File: config.mk
export PLATFORM = sky130hd
export DESIGN_NAME = xfer_segmenter
export DESIGN_NICKNAME = d
export VERILOG_FILES = /design/src/rtl/xseg_pkg.sv /design/src/rtl/xseg_req_check.sv /design/src/rtl/xseg_select.sv /design/src/rtl/xseg_ctrl.sv /design/src/rtl/xfer_segmenter.sv
export SDC_FILE = /design/constraint.sdc
export NUM_CORES = 1
export LEC_CHECK = 0
export BUFFER_PORTS_ARGS = -buffer_cell sky130_fd_sc_hd__buf_2
export CAP_MARGIN = 25
export CORE_ASPECT_RATIO = 0.8
export CORE_MARGIN = 4
export CORE_UTILIZATION = 38
export CTS_CLUSTER_DIAMETER = 30
export CTS_CLUSTER_SIZE = 16
export DETAILED_ROUTE_END_ITERATION = 8
export SLEW_MARGIN = 25
export SYNTH_ARGS = -nofsm -noshare
export SYNTH_HDL_FRONTEND = slang
export SYNTH_HIERARCHICAL = 1
export SYNTH_SLANG_ARGS = --single-unit
File: constraint.sdc
create_clock -name clk -period 3.01 [get_ports clk]
set_clock_uncertainty 0.05 [all_clocks]
set_input_delay 0.602 -clock clk [delete_from_list [all_inputs] [get_ports clk]]
set_output_delay 0.602 -clock clk [all_outputs]
set_load 0.01 [all_outputs]
File: src/rtl/xseg_pkg.sv
`timescale 1ns/1ps
package xseg_pkg;

   // Upper two bits of the command code; bit 0 carries the direction.
   typedef enum logic [1:0] {
      KIND_HALF  = 2'd0,
      KIND_WORD  = 2'd1,
      KIND_BURST = 2'd2
   } seg_kind_e;

endpackage

File: src/rtl/xseg_req_check.sv
`timescale 1ns/1ps
module xseg_req_check #(
   parameter int LW = 16,
   parameter int RW = LW + 1
) (
   input  logic          addr_lsb,
   input  logic [LW-1:0] len,
   input  logic          write,
   output logic          bad,
   output logic          pad,
   output logic [RW-1:0] padded
);

   // Reads need an even count, every request an even start address.
   assign bad    = addr_lsb | (~write & len[0]);
   assign pad    = write & len[0];
   assign padded = RW'(len) + RW'(pad);

endmodule

File: src/rtl/xseg_select.sv
`timescale 1ns/1ps
module xseg_select
   import xseg_pkg::*;
#(
   parameter int RW        = 17,
   parameter int SLW       = 8,
   parameter int BURST_MAX = 240
) (
   input  logic [2:0]     align,
   input  logic [RW-1:0]  remain,
   output seg_kind_e      kind,
   output logic [SLW-1:0] len
);

   localparam logic [RW-1:0] CAP = RW'(BURST_MAX);

   logic [RW-1:0] rem_oct;
   assign rem_oct = {remain[RW-1:3], 3'b000};

   always_comb begin
      if (align == 3'd2 || align == 3'd6 || remain == RW'(2)) begin
         kind = KIND_HALF;
         len  = SLW'(2);
      end else if (align == 3'd4 || remain <= RW'(6)) begin
         kind = KIND_WORD;
         len  = SLW'(4);
      end else begin
         kind = KIND_BURST;
         len  = (rem_oct > CAP) ? SLW'(BURST_MAX) : rem_oct[SLW-1:0];
      end
   end

endmodule

File: src/rtl/xseg_ctrl.sv
`timescale 1ns/1ps
module xseg_ctrl #(
   parameter int AW  = 32,
   parameter int RW  = 17,
   parameter int SLW = 8
) (
   input  logic           clk,
   input  logic           rst_n,
   input  logic           req_valid,
   input  logic [AW-1:0]  req_addr,
   input  logic           req_write,
   input  logic           bad,
   input  logic           pad,
   input  logic [RW-1:0]  padded,
   input  logic           seg_ready,
   input  logic [SLW-1:0] seg_len,
   output logic           req_ready,
   output logic           seg_valid,
   output logic [AW-1:0]  seg_addr,
   output logic [RW-1:0]  seg_offset,
   output logic [RW-1:0]  seg_rem,
   output logic           seg_wr,
   output logic           seg_pad,
   output logic           done,
   output logic           err
);

   typedef enum logic {ST_IDLE = 1'b0, ST_RUN = 1'b1} state_e;

   state_e        state_q;
   logic [AW-1:0] addr_q;
   logic [RW-1:0] rem_q;
   logic [RW-1:0] off_q;
   logic          wr_q;
   logic          pad_q;
   logic          done_q;
   logic          err_q;

   logic accept;
   logic fire;
   logic last_seg;

   assign req_ready = (state_q == ST_IDLE);
   assign seg_valid = (state_q == ST_RUN);
   assign accept    = req_valid & req_ready;
   assign fire      = seg_valid & seg_ready;
   assign last_seg  = (rem_q == RW'(seg_len));

   always_ff @(posedge clk or negedge rst_n) begin
      if (!rst_n) begin
         state_q <= ST_IDLE;
         addr_q  <= '0;
         rem_q   <= '0;
         off_q   <= '0;
         wr_q    <= 1'b0;
         pad_q   <= 1'b0;
         done_q  <= 1'b0;
         err_q   <= 1'b0;
      end else begin
         done_q <= 1'b0;
         if (accept) begin
            err_q <= bad;
            if (!bad) begin
               addr_q <= req_addr;
               rem_q  <= padded;
               off_q  <= '0;
               wr_q   <= req_write;
               pad_q  <= pad;
               if (padded == '0) begin
                  done_q <= 1'b1;
               end else begin
                  state_q <= ST_RUN;
               end
            end
         end
         if (fire) begin
            addr_q <= addr_q + AW'(seg_len);
            rem_q  <= rem_q - RW'(seg_len);
            off_q  <= off_q + RW'(seg_len);
            if (last_seg) begin
               state_q <= ST_IDLE;
               done_q  <= 1'b1;
            end
         end
      end
   end

   assign seg_addr   = addr_q;
   assign seg_offset = off_q;
   assign seg_rem    = rem_q;
   assign seg_wr     = wr_q;
   assign seg_pad    = seg_valid & pad_q & last_seg;
   assign done       = done_q;
   assign err        = err_q;

endmodule

File: src/rtl/xfer_segmenter.sv
`timescale 1ns/1ps
module xfer_segmenter
   import xseg_pkg::*;
#(
   parameter  int AW        = 32,
   parameter  int LW        = 16,
   parameter  int BURST_MAX = 240,
   localparam int RW        = LW + 1,
   localparam int SLW       = $clog2(BURST_MAX + 1)
) (
   input  logic           clk,
   input  logic           rst_n,
   input  logic           req_valid,
   output logic           req_ready,
   input  logic [AW-1:0]  req_addr,
   input  logic [LW-1:0]  req_len,
   input  logic           req_write,
   output logic           seg_valid,
   input  logic           seg_ready,
   output logic [2:0]     seg_cmd,
   output logic [AW-1:0]  seg_addr,
   output logic [SLW-1:0] seg_len,
   output logic [RW-1:0]  seg_offset,
   output logic           seg_pad,
   output logic           done,
   output logic           err
);

   generate
      if (BURST_MAX < 8 || (BURST_MAX % 8) != 0) begin : g_bad_burst
         $error("BURST_MAX must be a nonzero multiple of 8");
      end
      if (RW < SLW || LW < 3) begin : g_bad_len
         $error("LW too narrow for BURST_MAX");
      end
      if (AW < 3) begin : g_bad_addr
         $error("AW must be at least 3");
      end
   endgenerate

   logic          bad;
   logic          pad;
   logic [RW-1:0] padded;
   logic [RW-1:0] rem;
   logic          wr;
   seg_kind_e     kind;

   xseg_req_check #(.LW(LW), .RW(RW)) u_check (
      .addr_lsb (req_addr[0]),
      .len      (req_len),
      .write    (req_write),
      .bad      (bad),
      .pad      (pad),
      .padded   (padded)
   );

   xseg_ctrl #(.AW(AW), .RW(RW), .SLW(SLW)) u_ctrl (
      .clk        (clk),
      .rst_n      (rst_n),
      .req_valid  (req_valid),
      .req_addr   (req_addr),
      .req_write  (req_write),
      .bad        (bad),
      .pad        (pad),
      .padded     (padded),
      .seg_ready  (seg_ready),
      .seg_len    (seg_len),
      .req_ready  (req_ready),
      .seg_valid  (seg_valid),
      .seg_addr   (seg_addr),
      .seg_offset (seg_offset),
      .seg_rem    (rem),
      .seg_wr     (wr),
      .seg_pad    (seg_pad),
      .done       (done),
      .err        (err)
   );

   xseg_select #(.RW(RW), .SLW(SLW), .BURST_MAX(BURST_MAX)) u_select (
      .align  (seg_addr[2:0]),
      .remain (rem),
      .kind   (kind),
      .len    (seg_len)
   );

   assign seg_cmd = {kind, wr};

endmodule

==> impl_metrics.env <==
export IMPL_worstPathRequired_ns=2.36
export IMPL_areaGrowthSynthToFinish_pct=48.7
export IMPL_synth_top_cell_area_share_pct=34.5
export IMPL_numCtsBuffers=9
export IMPL_p_int_mw=4.89
export IMPL_hp_class="primary input to asynchronous set/reset pin"
export IMPL_io_buffers=116
export IMPL_synth_cell_types=62
export IMPL_violations="setup timing"
export IMPL_n_antenna_cell=0
export IMPL_start_kind="flip-flop"
export IMPL_p_leak_nw=3.52
export IMPL_place_worst_setup_slack_ns=-0.245
export IMPL_fin_setup_tns_ns=-4.27
export IMPL_clk_root_buffer_cell="clkbuf_16"
export IMPL_maxCapViolations=0
export IMPL_yosysMostFrequentCell="nand2_1"
export IMPL_setup_viol=30
export IMPL_critPathMaxFanout=3
export IMPL_clock_sinks=71
export IMPL_drt_iter0_markers=438
export IMPL_hpwl_mm=13.1
export IMPL_powerDensity_nw_per_um2=1140
export IMPL_grt_max_degree=51
export IMPL_worstPathArrival_ns=2.80
export IMPL_layout_drive_gt1_share_pct=41.8
export IMPL_end_kind="output pin"
export IMPL_p_seq_share_pct=20.1
export IMPL_max_slew_margin_rel_pct=54.0
export IMPL_synthCells=613
export IMPL_switchingPower_mw=3.81
export IMPL_clk_path_buf_depth=2
export IMPL_num_rows=37
export IMPL_synth_common_cells="82 x nand2_1, 71 x dfrtp_1, 41 x nor2_1"
export IMPL_syn_num_nets=694
export IMPL_wl_mm=18.2
export IMPL_pin_count=118
export IMPL_drcViolationCount=0
export IMPL_overflow=0
export IMPL_ys_seq_area_share_pct=34.5
export IMPL_synth_area_leaders="dfrtp_1 35%, ha_1 6.1%, nand2_1 6.0%"
export IMPL_wl_per_cell_um=18.1
export IMPL_fin_util_pct=58.6
export IMPL_die_area_sq_um=15500
export IMPL_grt_pass1_vias=5747
export IMPL_die_h_um=112
export IMPL_die_w_um=138
export IMPL_max_slew_worst_pin_slew_ns=0.687
export IMPL_holdBufCountCts=0
export IMPL_fillers=1203
export IMPL_ys_warn_count=6
export IMPL_cts_max_level=3
export IMPL_p_comb_share_pct=67.5
export IMPL_ir_drop_uv=419
export IMPL_critPathLaunch="u_ctrl/seg_rem[10]"
export IMPL_synth_area_sq_um=5150
export IMPL_setup_ws_ns=-0.438
export IMPL_first_pass_iters=5
export IMPL_min_period_ns=3.45
export IMPL_finalCritPeriodShare_pct=115
export IMPL_synth_seq_cells=71
export IMPL_antenna_found_initial=0
export IMPL_swShare_pct=43.8
export IMPL_nets=910
export IMPL_yosys_area_top_type="dfrtp_1"
export IMPL_clock_latency_ns=0.35
export IMPL_core_region_area_sq_um=13100
export IMPL_r2r_start="u_ctrl/seg_rem[15]"
export IMPL_cts_tree="yes"
export IMPL_status="finished with violations"
export IMPL_ys_flop_type="dfrtp_1"
export IMPL_place_congestion=0.939
export IMPL_viasPerCell=5.78
export IMPL_maxSlewViolCount=0
export IMPL_path_class="flip-flop to output pin"
export IMPL_postRouteAntennaNets=0
export IMPL_clkPwrFrac_pct=12.4
export IMPL_finalHoldViolCount=0
export IMPL_initial_core_util_pct=39.4
export IMPL_rsz0062_at_grt="true"
export IMPL_clk_pin_slew_ns=0.06
export IMPL_fmax_ghz=0.290
export IMPL_num_vias=5829
export IMPL_avgSynthCellArea_sq_um=8.40
export IMPL_grt_pass1_wl_mm=29.5
export IMPL_synthArstFlopShare_pct=100
export IMPL_grtUsageTotal_pct=23.1
export IMPL_synth_edf_count=0
## layer usage
metal	wire [um]	track usage [%]
met5	0	0
met3	1240	5.49
met4	375	8.10
met2	8140	35.2
met1	8490	32.2
## final cells by class
type / instances / area, sq um / area share [%]
multi-input combinational: 486 / 3690 / 48.2
sequential: 71 / 1780 / 23.2
timing repair buffer: 237 / 1580 / 20.7
clock buffer: 10 / 239 / 3.12
tap: 175 / 219 / 2.86
inverter: 24 / 92.6 / 1.21
clock inverter: 6 / 60.1 / 0.784
## registers in the layout (all words and copies together), names as in the netlist
register / count
u_ctrl/pad_q: 1
u_ctrl/err: 1
u_ctrl/done: 1
u_ctrl/seg_wr: 1
u_ctrl/seg_offset: 17
u_ctrl/seg_valid: 1
u_ctrl/seg_addr: 32
u_ctrl/seg_rem: 17
## worst paths after layout
kind	cells after the start	end	slack [ns]
max	8	seg_pad	-0.44
min	1	u_ctrl/seg_addr[18]	0.20
min in group clk	3	u_ctrl/seg_addr[13]	0.42
max in group asynchronous	2	u_ctrl/seg_offset[7]	1.93
max reg2reg	14	u_ctrl/seg_offset[14]	-0.26
min reg2reg	2	u_ctrl/seg_wr	0.43
## what timing repair did
| item | CTS | global route |
|---|---|---|
| pin swaps | 37 | 54 |
| buffers inserted | 15 | 18 |
| endpoints found under the setup margin | 42 | 47 |
| gates resized for setup | 66 | 57 |
| gates cloned | 1 | 0 |
## cell usage in the layout, fill, tap and decap left out, types with 7 or more instances in the layout
| cell | netlist | routed |
|---|---|---|
| a21o_1 | 13 | 12 |
| a21oi_1 | 28 | 21 |
| a22oi_1 | 10 | 10 |
| a31oi_1 | 8 | 7 |
| and3_1 | 13 | 13 |
| buf_2 | 5 | 115 |
| buf_4 | 3 | 106 |
| buf_6 | 0 | 12 |
| clkbuf_16 | 0 | 9 |
| dfrtp_1 | 71 | 71 |
| ha_1 | 25 | 14 |
| ha_4 | 0 | 8 |
| inv_1 | 24 | 21 |
| nand2_1 | 82 | 80 |
| nand3_1 | 36 | 31 |
| nand4_1 | 11 | 11 |
| nor2_1 | 41 | 34 |
| nor3_1 | 15 | 9 |
| nor4_1 | 14 | 11 |
| o211ai_1 | 20 | 20 |
| o21ai_0 | 28 | 18 |
| o21ai_1 | 5 | 8 |
| o21ai_2 | 0 | 7 |
| o31ai_1 | 8 | 8 |
| xnor2_1 | 15 | 14 |
| xor2_1 | 20 | 20 |
## worst max-delay path: stages, from the launching register on
cell and delay, ns:
dfrtp_1 0.40, buf_4 0.16, or4_4 0.51, or3_4 0.34
or3_4 0.36, nor4_4 0.31, buf_4 0.16, and2_4 0.13
buf_6 0.09
## cells by family after synthesis
| family | Yosys count | share of synthesized area, % |
|---|---|---|
| and+or+nand+nor | 256 | 25.8 |
| AOI/OAI and AO/OA | 164 | 21.6 |
| DFF | 71 | 34.5 |
| buffers and inverters | 56 | 4.42 |
| xor gates and xnor gates | 35 | 5.96 |
| adders and majority gates | 28 | 7.24 |
| muxes | 2 | 0.413 |
| other | 1 | 0.0729 |
## power by group through the flow
stage               clock, mW  sequential [mW]  combinational (mW)
finish                   1.08             1.75                5.87
global route             1.14             1.81                6.34
CTS                      1.11             1.74                5.18
detailed placement          0             1.73                4.53
global placement            0             1.70                4.43
floorplan                   0             1.81                2.44
## through the flow
| stage | hold WS, ns | area [sq um] | power, mW | cells |
|---|---|---|---|---|
| after floorplan | 0.256 | 5200 | 4.24 | 613 |
| after detailed placement | 0.414 | 6590 | 6.25 | 964 |
| after global placement | 0.406 | 6590 | 6.14 | 964 |
| final | 0.197 | 7660 | 8.70 | 1009 |
| after CTS | 0.209 | 7310 | 8.02 | 995 |
| after global routing | 0.243 | 7660 | 9.30 | 1009 |
Power figures use the tool's default switching activity.
